--- config.mk ---
export PLATFORM = sky130hd
export DESIGN_NAME = ext_irq_ctrl
export DESIGN_NICKNAME = d
export VERILOG_FILES = /design/src/rtl/eirq_pkg.sv /design/src/rtl/eirq_sync.sv /design/src/rtl/eirq_line.sv /design/src/rtl/eirq_regs.sv /design/src/rtl/ext_irq_ctrl.sv
export SDC_FILE = /design/constraint.sdc
export NUM_CORES = 1
export LEC_CHECK = 0
export BUFFER_PORTS_ARGS = -buffer_cell sky130_fd_sc_hd__buf_4
export CORE_ASPECT_RATIO = 0.6
export CORE_MARGIN = 2
export CORE_UTILIZATION = 64
export CTS_CLUSTER_DIAMETER = 120
export CTS_CLUSTER_SIZE = 14
export DETAILED_ROUTE_END_ITERATION = 7
export PLACE_DENSITY = 0.89
export SYNTH_ARGS = -nofsm -noshare
export SYNTH_HDL_FRONTEND = slang
export SYNTH_SLANG_ARGS = --single-unit
--- constraint.sdc ---
create_clock -name clk_i -period 3 [get_ports clk_i]
set_input_delay 0.6 -clock clk_i [delete_from_list [all_inputs] [get_ports clk_i]]
set_output_delay 0.6 -clock clk_i [all_outputs]
set_load 0.02 [all_outputs]
--- src/rtl/eirq_pkg.sv ---
package eirq_pkg;
  localparam int unsigned SENSE_W  = 6;
  localparam int unsigned SNS_LOW  = 0;
  localparam int unsigned SNS_HIGH = 1;
  localparam int unsigned SNS_FALL = 2;
  localparam int unsigned SNS_RISE = 3;

  localparam int unsigned OFF_REQ    = 32'h000;
  localparam int unsigned OFF_EN_CLR = 32'h004;
  localparam int unsigned OFF_EN_SET = 32'h008;
  localparam int unsigned OFF_DET    = 32'h100;
  localparam int unsigned OFF_MON    = 32'h104;
  localparam int unsigned OFF_CFG    = 32'h180;

  typedef logic [SENSE_W-1:0] sense_t;
endpackage

--- src/rtl/eirq_sync.sv ---
module eirq_sync #(
  parameter int unsigned W      = 32,
  parameter int unsigned STAGES = 2
) (
  input  logic         clk_i,
  input  logic         rst_ni,
  input  logic [W-1:0] d_i,
  output logic [W-1:0] q_o
);
  logic [STAGES-1:0][W-1:0] stg_q;

  always_ff @(posedge clk_i or negedge rst_ni) begin
    if (!rst_ni) begin
      stg_q <= '0;
    end else begin
      stg_q[0] <= d_i;
      for (int s = 1; s < STAGES; s++) stg_q[s] <= stg_q[s-1];
    end
  end

  assign q_o = stg_q[STAGES-1];
endmodule

--- src/rtl/eirq_line.sv ---
module eirq_line
  import eirq_pkg::*;
(
  input  logic   clk_i,
  input  logic   rst_ni,
  input  logic   lvl_i,
  input  sense_t sense_i,
  input  logic   clr_i,
  output logic   det_o
);
  logic prev_q;
  logic det_q;
  logic evt;
  logic unused_hi;

  assign unused_hi = ^sense_i[SENSE_W-1:4];

  always_comb begin
    evt = (sense_i[SNS_LOW]  & ~lvl_i)
        | (sense_i[SNS_HIGH] &  lvl_i)
        | (sense_i[SNS_FALL] &  prev_q & ~lvl_i)
        | (sense_i[SNS_RISE] & ~prev_q &  lvl_i);
  end

  // a fresh event outranks a clear on the same edge
  always_ff @(posedge clk_i or negedge rst_ni) begin
    if (!rst_ni) begin
      prev_q <= 1'b0;
      det_q  <= 1'b0;
    end else begin
      prev_q <= lvl_i;
      det_q  <= evt | (det_q & ~clr_i);
    end
  end

  assign det_o = det_q;

  p_rise_r3: assert property (@(posedge clk_i) disable iff (!rst_ni)
    (sense_i[SNS_RISE] && lvl_i && !prev_q) |=> det_o);
  p_fall_r3: assert property (@(posedge clk_i) disable iff (!rst_ni)
    (sense_i[SNS_FALL] && !lvl_i && prev_q) |=> det_o);
  p_idle_r3: assert property (@(posedge clk_i) disable iff (!rst_ni)
    (sense_i[3:0] == 4'd0 && !det_o) |=> !det_o);
  p_w1c_r4: assert property (@(posedge clk_i) disable iff (!rst_ni)
    (clr_i && sense_i[3:0] == 4'd0) |=> !det_o);
  p_high_hold_r5: assert property (@(posedge clk_i) disable iff (!rst_ni)
    (sense_i[SNS_HIGH] && lvl_i) |=> det_o);
  p_low_hold_r5: assert property (@(posedge clk_i) disable iff (!rst_ni)
    (sense_i[SNS_LOW] && !lvl_i) |=> det_o);
endmodule

--- src/rtl/eirq_regs.sv ---
module eirq_regs
  import eirq_pkg::*;
#(
  parameter int unsigned N      = 32,
  parameter int unsigned ADDR_W = 12
) (
  input  logic                clk_i,
  input  logic                rst_ni,
  input  logic                valid_i,
  input  logic                we_i,
  input  logic [ADDR_W-1:0]   addr_i,
  input  logic [31:0]         wdata_i,
  output logic                ready_o,
  output logic [31:0]         rdata_o,
  output logic                rvalid_o,
  input  logic [N-1:0]        det_i,
  input  logic [N-1:0]        mon_i,
  output logic [N-1:0]        en_o,
  output sense_t [N-1:0]      sense_o,
  output logic [N-1:0]        clr_o
);
  localparam int unsigned WORD_W = ADDR_W - 2;
  localparam int unsigned IDX_W  = (N > 1) ? $clog2(N) : 1;
  localparam logic [WORD_W-1:0] W_REQ    = WORD_W'(OFF_REQ >> 2);
  localparam logic [WORD_W-1:0] W_EN_CLR = WORD_W'(OFF_EN_CLR >> 2);
  localparam logic [WORD_W-1:0] W_EN_SET = WORD_W'(OFF_EN_SET >> 2);
  localparam logic [WORD_W-1:0] W_DET    = WORD_W'(OFF_DET >> 2);
  localparam logic [WORD_W-1:0] W_MON    = WORD_W'(OFF_MON >> 2);
  localparam logic [WORD_W-1:0] W_CFG    = WORD_W'(OFF_CFG >> 2);
  localparam logic [WORD_W-1:0] W_NLINE  = WORD_W'(N);

  logic [WORD_W-1:0] word;
  logic [WORD_W-1:0] cfg_off;
  logic [IDX_W-1:0]  cfg_idx;
  logic              cfg_hit;
  logic              wr_en;
  logic              rd_en;
  logic [31:0]       rd_data;
  logic [N-1:0]      en_q;
  sense_t [N-1:0]    sense_q;
  logic [31:0]       rdata_q;
  logic              rvalid_q;
  logic              unused_lsb;

  assign unused_lsb = ^addr_i[1:0];
  assign word       = addr_i[ADDR_W-1:2];
  assign wr_en      = valid_i & we_i;
  assign rd_en      = valid_i & ~we_i;
  assign cfg_off    = word - W_CFG;
  assign cfg_hit    = (word >= W_CFG) && (cfg_off < W_NLINE);
  assign cfg_idx    = cfg_off[IDX_W-1:0];

  assign clr_o = (wr_en && word == W_DET) ? wdata_i[N-1:0] : '0;

  always_comb begin
    rd_data = '0;
    if (word == W_REQ)                          rd_data = 32'(det_i & en_q);
    else if (word == W_EN_CLR || word == W_EN_SET) rd_data = 32'(en_q);
    else if (word == W_DET)                     rd_data = 32'(det_i);
    else if (word == W_MON)                     rd_data = 32'(mon_i);
    else if (cfg_hit)                           rd_data = 32'(sense_q[cfg_idx]);
  end

  always_ff @(posedge clk_i or negedge rst_ni) begin
    if (!rst_ni) begin
      en_q     <= '0;
      rdata_q  <= '0;
      rvalid_q <= 1'b0;
    end else begin
      rvalid_q <= rd_en;
      if (rd_en) rdata_q <= rd_data;
      if (wr_en && word == W_EN_SET)      en_q <= en_q | wdata_i[N-1:0];
      else if (wr_en && word == W_EN_CLR) en_q <= en_q & ~wdata_i[N-1:0];
    end
  end

  always_ff @(posedge clk_i or negedge rst_ni) begin
    if (!rst_ni) begin
      sense_q <= '0;
    end else if (wr_en && cfg_hit) begin
      sense_q[cfg_idx] <= wdata_i[SENSE_W-1:0];
    end
  end

  assign ready_o  = 1'b1;
  assign rdata_o  = rdata_q;
  assign rvalid_o = rvalid_q;
  assign en_o     = en_q;
  assign sense_o  = sense_q;

  p_en_set_r6: assert property (@(posedge clk_i) disable iff (!rst_ni)
    (wr_en && word == W_EN_SET) |=> ((en_o & $past(wdata_i[N-1:0])) == $past(wdata_i[N-1:0])));
  p_en_clr_r6: assert property (@(posedge clk_i) disable iff (!rst_ni)
    (wr_en && word == W_EN_CLR) |=> ((en_o & $past(wdata_i[N-1:0])) == '0));
  p_rvalid_r10: assert property (@(posedge clk_i) disable iff (!rst_ni)
    rd_en |=> rvalid_o);
  p_no_rvalid_r10: assert property (@(posedge clk_i) disable iff (!rst_ni)
    !rd_en |=> !rvalid_o);
  p_cfg_keep_r2: assert property (@(posedge clk_i) disable iff (!rst_ni)
    !wr_en |=> $stable(sense_o));
endmodule

--- src/rtl/ext_irq_ctrl.sv ---
module ext_irq_ctrl
  import eirq_pkg::*;
#(
  parameter int unsigned NUM_LINES   = 32,
  parameter int unsigned ADDR_W      = 12,
  parameter int unsigned SYNC_STAGES = 2
) (
  input  logic                 clk_i,
  input  logic                 rst_ni,
  input  logic [NUM_LINES-1:0] pin_i,
  input  logic                 bus_valid_i,
  output logic                 bus_ready_o,
  input  logic                 bus_we_i,
  input  logic [ADDR_W-1:0]    bus_addr_i,
  input  logic [31:0]          bus_wdata_i,
  output logic [31:0]          bus_rdata_o,
  output logic                 bus_rvalid_o,
  output logic [NUM_LINES-1:0] irq_o
);
  localparam logic [ADDR_W-1:0] A_EN_CLR = ADDR_W'(OFF_EN_CLR);

  logic [NUM_LINES-1:0]   sync_lvl;
  logic [NUM_LINES-1:0]   det;
  logic [NUM_LINES-1:0]   en;
  logic [NUM_LINES-1:0]   clr;
  sense_t [NUM_LINES-1:0] sense;

  eirq_sync #(.W(NUM_LINES), .STAGES(SYNC_STAGES)) u_sync (
    .clk_i,
    .rst_ni,
    .d_i (pin_i),
    .q_o (sync_lvl)
  );

  eirq_regs #(.N(NUM_LINES), .ADDR_W(ADDR_W)) u_regs (
    .clk_i,
    .rst_ni,
    .valid_i  (bus_valid_i),
    .we_i     (bus_we_i),
    .addr_i   (bus_addr_i),
    .wdata_i  (bus_wdata_i),
    .ready_o  (bus_ready_o),
    .rdata_o  (bus_rdata_o),
    .rvalid_o (bus_rvalid_o),
    .det_i    (det),
    .mon_i    (sync_lvl),
    .en_o     (en),
    .sense_o  (sense),
    .clr_o    (clr)
  );

  for (genvar g = 0; g < NUM_LINES; g++) begin : g_line
    eirq_line u_line (
      .clk_i,
      .rst_ni,
      .lvl_i   (sync_lvl[g]),
      .sense_i (sense[g]),
      .clr_i   (clr[g]),
      .det_o   (det[g])
    );
  end

  assign irq_o = det & en;

  p_all_off_r8: assert property (@(posedge clk_i) disable iff (!rst_ni)
    (bus_valid_i && bus_we_i && bus_addr_i == A_EN_CLR && bus_wdata_i == 32'hFFFF_FFFF)
    |=> (irq_o == '0));
endmodule

Yosys cells after proc, flatten, opt, wreduce, memory -nomap -nowiden:

Index checks and enable logic that the tools add are counted.

* add/sub/neg operators: 1
* multiplexer cells: 13
* bitwise gates (word level): 455
* magnitude comparators: 4
* equal/unequal tests: 4
* reduce and logical (&&, ||, !) cells: 9

Operator list (number)
* AND 1 bit: 226
* 2-to-1 mux 32 bit: 7
* bitwise mux 192 bit: 1
* bitwise OR 1 bit: 128
* NOT 1 bit: 97
* AND 32 bit: 2
* NOT 32 bit: 1
* bitwise OR 32 bit: 1
* binary-select mux 6 bit (select 5 bit): 1
* demux 6 bit (select 5 bit): 1
* == test 10 x 7 -> 1 bit, second input constant: 2
* 2-to-1 mux 6 bit: 3
* == test 10 x 1 -> 1 bit, second input constant: 1
* == test 10 x 2 -> 1 bit, second input constant: 1
* greater-or-equal comparator 10 x 7 -> 1 bit, second input constant: 1
* zero test 10 bit: 1
* < comparator 10 x 6 -> 1 bit, second input constant: 1
* subtractor 10 x 7 -> 10 bit, second input constant: 1
* logical AND 1 bit: 6
* < comparator 5 x 6 -> 1 bit, second input constant: 1
* greater-or-equal comparator 5 x 1 -> 1 bit, second input constant: 1
* nonzero test 2 bit: 1
* logical OR 1 bit: 1

* register bits after elaboration: 385
* output and inout port bits: 66
* logic and storage cells: 587
* input port bits: 80

Longest topological paths before layout:

* depth after elaboration: 8
* depth in mapped cells: 9

Cells and area by module:

From an unflattened synthesis, not the netlist that was laid out.

* cell total of the unflattened synthesis: 1419
* area, all modules: 17689.5 um2

By module, submodules not included
* eirq_regs: instances 1, sequential area each 6431.2 um2, area each 13045.0 um2, cells an instance 1067
* eirq_line: instances 32, sequential area each 50.0 um2, area each 81.3 um2, cells an instance 7
* eirq_sync: instances 1, sequential area each 1601.5 um2, area each 1841.8 um2, cells an instance 96
* ext_irq_ctrl: instances 1, sequential area each 0.0 um2, area each 200.2 um2, cells an instance 32

Worst setup path after synthesis:

Ideal clock, no wire load.

* path kind: input-to-reg
* start: input port bus_addr_i[3]
* end: register u_regs.sense_q, in the netlist u_regs.sense_o[73]
* arrival: 2.406 ns
* path slack: 0.470 ns
* stages: 6
* library setup time: 0.125 ns
* buffers on the path: 2
* cells stage by stage: buf_2 > or2_0 > clkbuf_1 > or4_1 > nor2_1 > mux2_2

* cells in the longest elaborated chain, start to end: 6

Ends and longest elaborated chain
* start, declared: line ext_irq_ctrl.sv:14 `input logic [ADDR_W-1:0] bus_addr_i,`
* subtractor 10 x 7 -> 10 bit: line eirq_regs.sv:49 `assign cfg_off = word - W_CFG;`
* < comparator 5 x 6 -> 1 bit (implied by the code) or greater-or-equal comparator 5 x 1 -> 1 bit (tied branches): line eirq_regs.sv:81 `sense_q[cfg_idx] <= wdata_i[SENSE_W-1:0];`
* logical AND 1 bit (implied by the code): line eirq_regs.sv:81
* 2-to-1 mux 6 bit (implied by the code): line eirq_regs.sv:81
* demux 6 bit (select 5 bit)
* bitwise mux 192 bit: line eirq_regs.sv:81
* end signal, assigned by index: line eirq_regs.sv:81
* end, declared: line eirq_regs.sv:40 `sense_t [N-1:0] sense_q;`

Several ways; a longest one is shown, not always the timed one.
A chain may end at the register's enable or synchronous reset.

Final worst setup path:

* start: input port bus_addr_i[7]
* end: register u_regs.sense_q, in the netlist u_regs.sense_o[116]

* cells in the longest elaborated chain, start to end: 4

Ends and longest elaborated chain
* subtractor 10 x 7 -> 10 bit: line eirq_regs.sv:49
* < comparator 10 x 6 -> 1 bit: line eirq_regs.sv:50 `assign cfg_hit = (word >= W_CFG) && (cfg_off < W_NLINE);`
* logical AND 1 bit *: line eirq_regs.sv:50
* logical AND 1 bit *: line eirq_regs.sv:80 `end else if (wr_en && cfg_hit) begin`

Every way passes the cells marked *; elsewhere a longest branch is shown, timed or not.

==> metrics.md <==
| Metric | Value |
|---|---|
| Via count | ~13k |
| Max-cap violations | 0 |
| Synth top area share | between 50% and 60% |
| All-Layer GR Usage | 36.0% |
| Vias in the first global route | between 10k and 15k |
| Placed Area | ~19,000 um^2 |
| Area of the mapped netlist | 17,300 um^2 |
| Final min period | 3.02 ns |
| Synth Net Count | about 1.5k |
| Initial Util | 65.3% |
| Sink count of the clock tree | just under 400 |
| Hold_buf cts | 1 |
| Synth area leaders | dfrtp_1 (56%), mux2_2 (15%), mux4_2 (3.0%) |
| Clock Root Buffer | clkbuf_16 |
| Fmax | about 0.33 GHz |
| Grt total ovfl | 0 |
| Final worst setup slack | -0.0226 ns |
| Synth cell types | 70 |
| ANT cells | 0 |
| Iter 0 DRT Violations | approximately 1.5k |
| Initial antenna violation count | 0 |
| Dpl ws | -0.479 ns |
| Leading area contributor after synthesis | dfrtp_1 |
| CP required | 3.45 ns |
| Rows | 46 |
| Placed cells | between 1.5k and 2k |
| Mean area per synthesized cell | ~12 um^2 |
| Post-cts resize count | 0 |
| Worst slew pin tran | between 1 and 1.5 ns |
| Final setup fails | 2 |
| CTS tree | done |
| Commonest register cell after synthesis | dfrtp_1 |
| Final hold violation count | 0 |
| EDFF count, synth | 0 |
| Drt total wl | around 50,000 um |
| Critical R2R Launch | u_regs.sense_o[168] |
| Top Ports | between 100 and 150 |
| IO buf count | 142 |
| Leakage | slightly above 9 nW |
| Setup bufs post-CTS | 0 |
| Dpl hpwl | ~34,000 um |
| Die width | 216 um |
| Area grow syn2layout | 14.9% |
| Remaining antenna violation count | 0 |
| Most frequent cells in the layout | dfrtp_1 (385), mux2_2 (229), buf_4 (196), nand2_1 (127), a21oi_1 (93) |
| CP startpoint kind | primary input |
| Clock slew at reported path FFs | roughly 0.07 ns |
| Worst vdd ir | around 0.47 mV |
| Vias/cell | 6.68 |
| Wire per inst | approximately 26 um |
| Longest Clk Path Bufs | 3 |
| WP data arrival | about 3.5 ns |
| Final Net Count | about 1.7k |
| Register area share after synthesis | between 50 and 60% |
| Violated checks | setup timing |
| Status | finished, violations left |
| Register-to-Register Path Depth | 6 |
| Die H | 131 um |
| Worst slew margin | under 10% |
| Final hold slack | ~0.12 ns |
| H-tree Lvls | 1 |
| Final period util | 101% |
| RSZ-0062 raised after global routing | no |
| Yosys warns | 0 |
| Crit-path max FO | 8 |
| Synth Register Bits | slightly below 400 |
| Layout cells sized above 1 | about a third |
| Fill cell count | 1,672 |
| PwrDens | between 400 and 500 nW/um^2 |
| Worst Setup End Kind | flop |
| Die area | 28,400 um^2 |
| Fraction of registers with async set/reset | 100% |
| Max Clock Skew | between 0.02 and 0.025 ns |
| Most common cell after layout, fill and taps aside | dfrtp_1 |
| Design area | between 15,000 and 20,000 um^2 |
| Kind of critical path | in2reg |
| Flop-to-flop setup slack | about 0.81 ns |
| First-pass GRT wire length | 78,000 um |
| DRC errors left | 0 |
| Worst min-delay path category | in2reg |
| Finished Layout Cells | 1,938 |
| Clock Latency Late Sink | around 0.6 ns |
| GPL Wtd Cong | between 0.9 and 1 |
| Mapped Cells | ~1.4k |
| End of the critical path | u_regs.sense_o[116] |
| Worst Setup SP | bus_addr_i[7] |
| CTS Buf Count | 31 |
| FF-to-FF End | u_regs.rdata_o[0] |
| Router iterations before antenna repair | 7 |
| Core ar. | 26,500 um^2 |
| Max Slew Vio Count | 0 |
| Largest net degree at the start of global routing | 78 |
sequential cells by signal, indices dropped and copies added (netlist names), named ones only:
| signal | count |
|---|---|
| u_regs.rvalid_o | 1 |
| u_sync.q_o | 32 |
| g_line.u_line.det_o | 32 |
| g_line.u_line.prev_q | 32 |
| u_regs.sense_o | 192 |
| u_regs.rdata_o | 32 |
| u_sync.stg_q | 32 |
final cells by class:
class,count,area [um^2],area share (%)
clock buffers,31,776,3.90
clock inverters,1,8.76,0.0441
inverters,45,169,0.850
multi-input cells,907,7130,35.9
flip-flops and latches,385,9630,48.5
well taps,360,450,2.27
repair buffers,209,1700,8.56
per-layer routing:
layer	up-vias	routed length (um)	global-route usage, %
met5	-	0	0.526
met2	757	22000	52.6
met3	151	6060	11.6
li1	5454	-	-
met4	0	1820	12.5
met1	6581	20200	51.3
how the worst min path moves through the flow:
stage / end / slack, ns / from / cells after the start
after floorplan: asynchronous set/reset pin / 0.30 / rst_ni / 0
after global placement: u_sync.q_o[29] / 0.33 / u_sync.stg_q[29] / 0
final: u_sync.stg_q[3] / 0.12 / pin_i[3] / 1
after CTS: u_sync.stg_q[15] / 0.11 / pin_i[15] / 1
after global routing: u_sync.stg_q[5] / 0.11 / pin_i[5] / 1
after detailed placement: u_sync.q_o[25] / 0.33 / u_sync.stg_q[25] / 0
worst max-delay path: stages:
cell,delay (ns)
buf_4,0.12
ha_1,0.20
nor3b_1,0.20
a31oi_1,0.18
nor4_2,1.21
nand2_1,0.51
mux2_2,0.44
where the power goes:
part | total (W) | internal [W] | switching (W)
Combinational | 0.000750 | 0.000274 | 0.000476
Clock | 0.00359 | 0.00181 | 0.00178
Sequential | 0.00538 | 0.00529 | 0.0000912
logic make-up (layout without fill, tap and decap cells):
logic type | after synthesis | in the layout | share of synthesized area (%)
AO/OA/AOI/OAI | 321 | 321 | 12.4
buffers and inverters | 125 | 286 | 3.15
adder cells (fa/ha/maj) | 5 | 5 | 0.304
multiplexers | 292 | 292 | 20.2
flip-flops | 385 | 385 | 55.7
XOR/XNOR | 1 | 1 | 0.0506
other | 1 | 1 | 0.0217
AND/OR/NAND/NOR | 287 | 287 | 8.12
stage by stage:
step / TNS (ns) / power [W] / utilization [%]
after floorplan: 0 / 0.00578 / -
after global placement: -20.42 / 0.00617 / 72.0
after detailed placement: -27.79 / 0.00620 / 72.0
final: -0.0285 / 0.00972 / 75.0
after global routing: 0 / 0.0100 / 75.0
after CTS: 0 / 0.00971 / 75.0
cells in the mapped netlist, drive strengths merged (3+ instances only):
cell type,instances
a22o,34
or4,4
o31ai,21
a211oi,37
o2bb2ai,5
inv,44
a32oi,8
nand2,127
maj3,4
a21oi,93
mux4,23
or2,3
a22oi,5
and2,34
mux2i,39
a21o,28
a31oi,3
nand4,5
o22ai,19
dfrtp,385
nor2,55
mux2,230
a2111oi,3
nor2b,6
nand3,10
clkbuf,48
buf,32
nand2b,7
o21ai,45
o2111ai,4
nor4,8
nand3b,3
and3,5
nor3,9
Note: power is estimated with default switching activity, not from simulation.
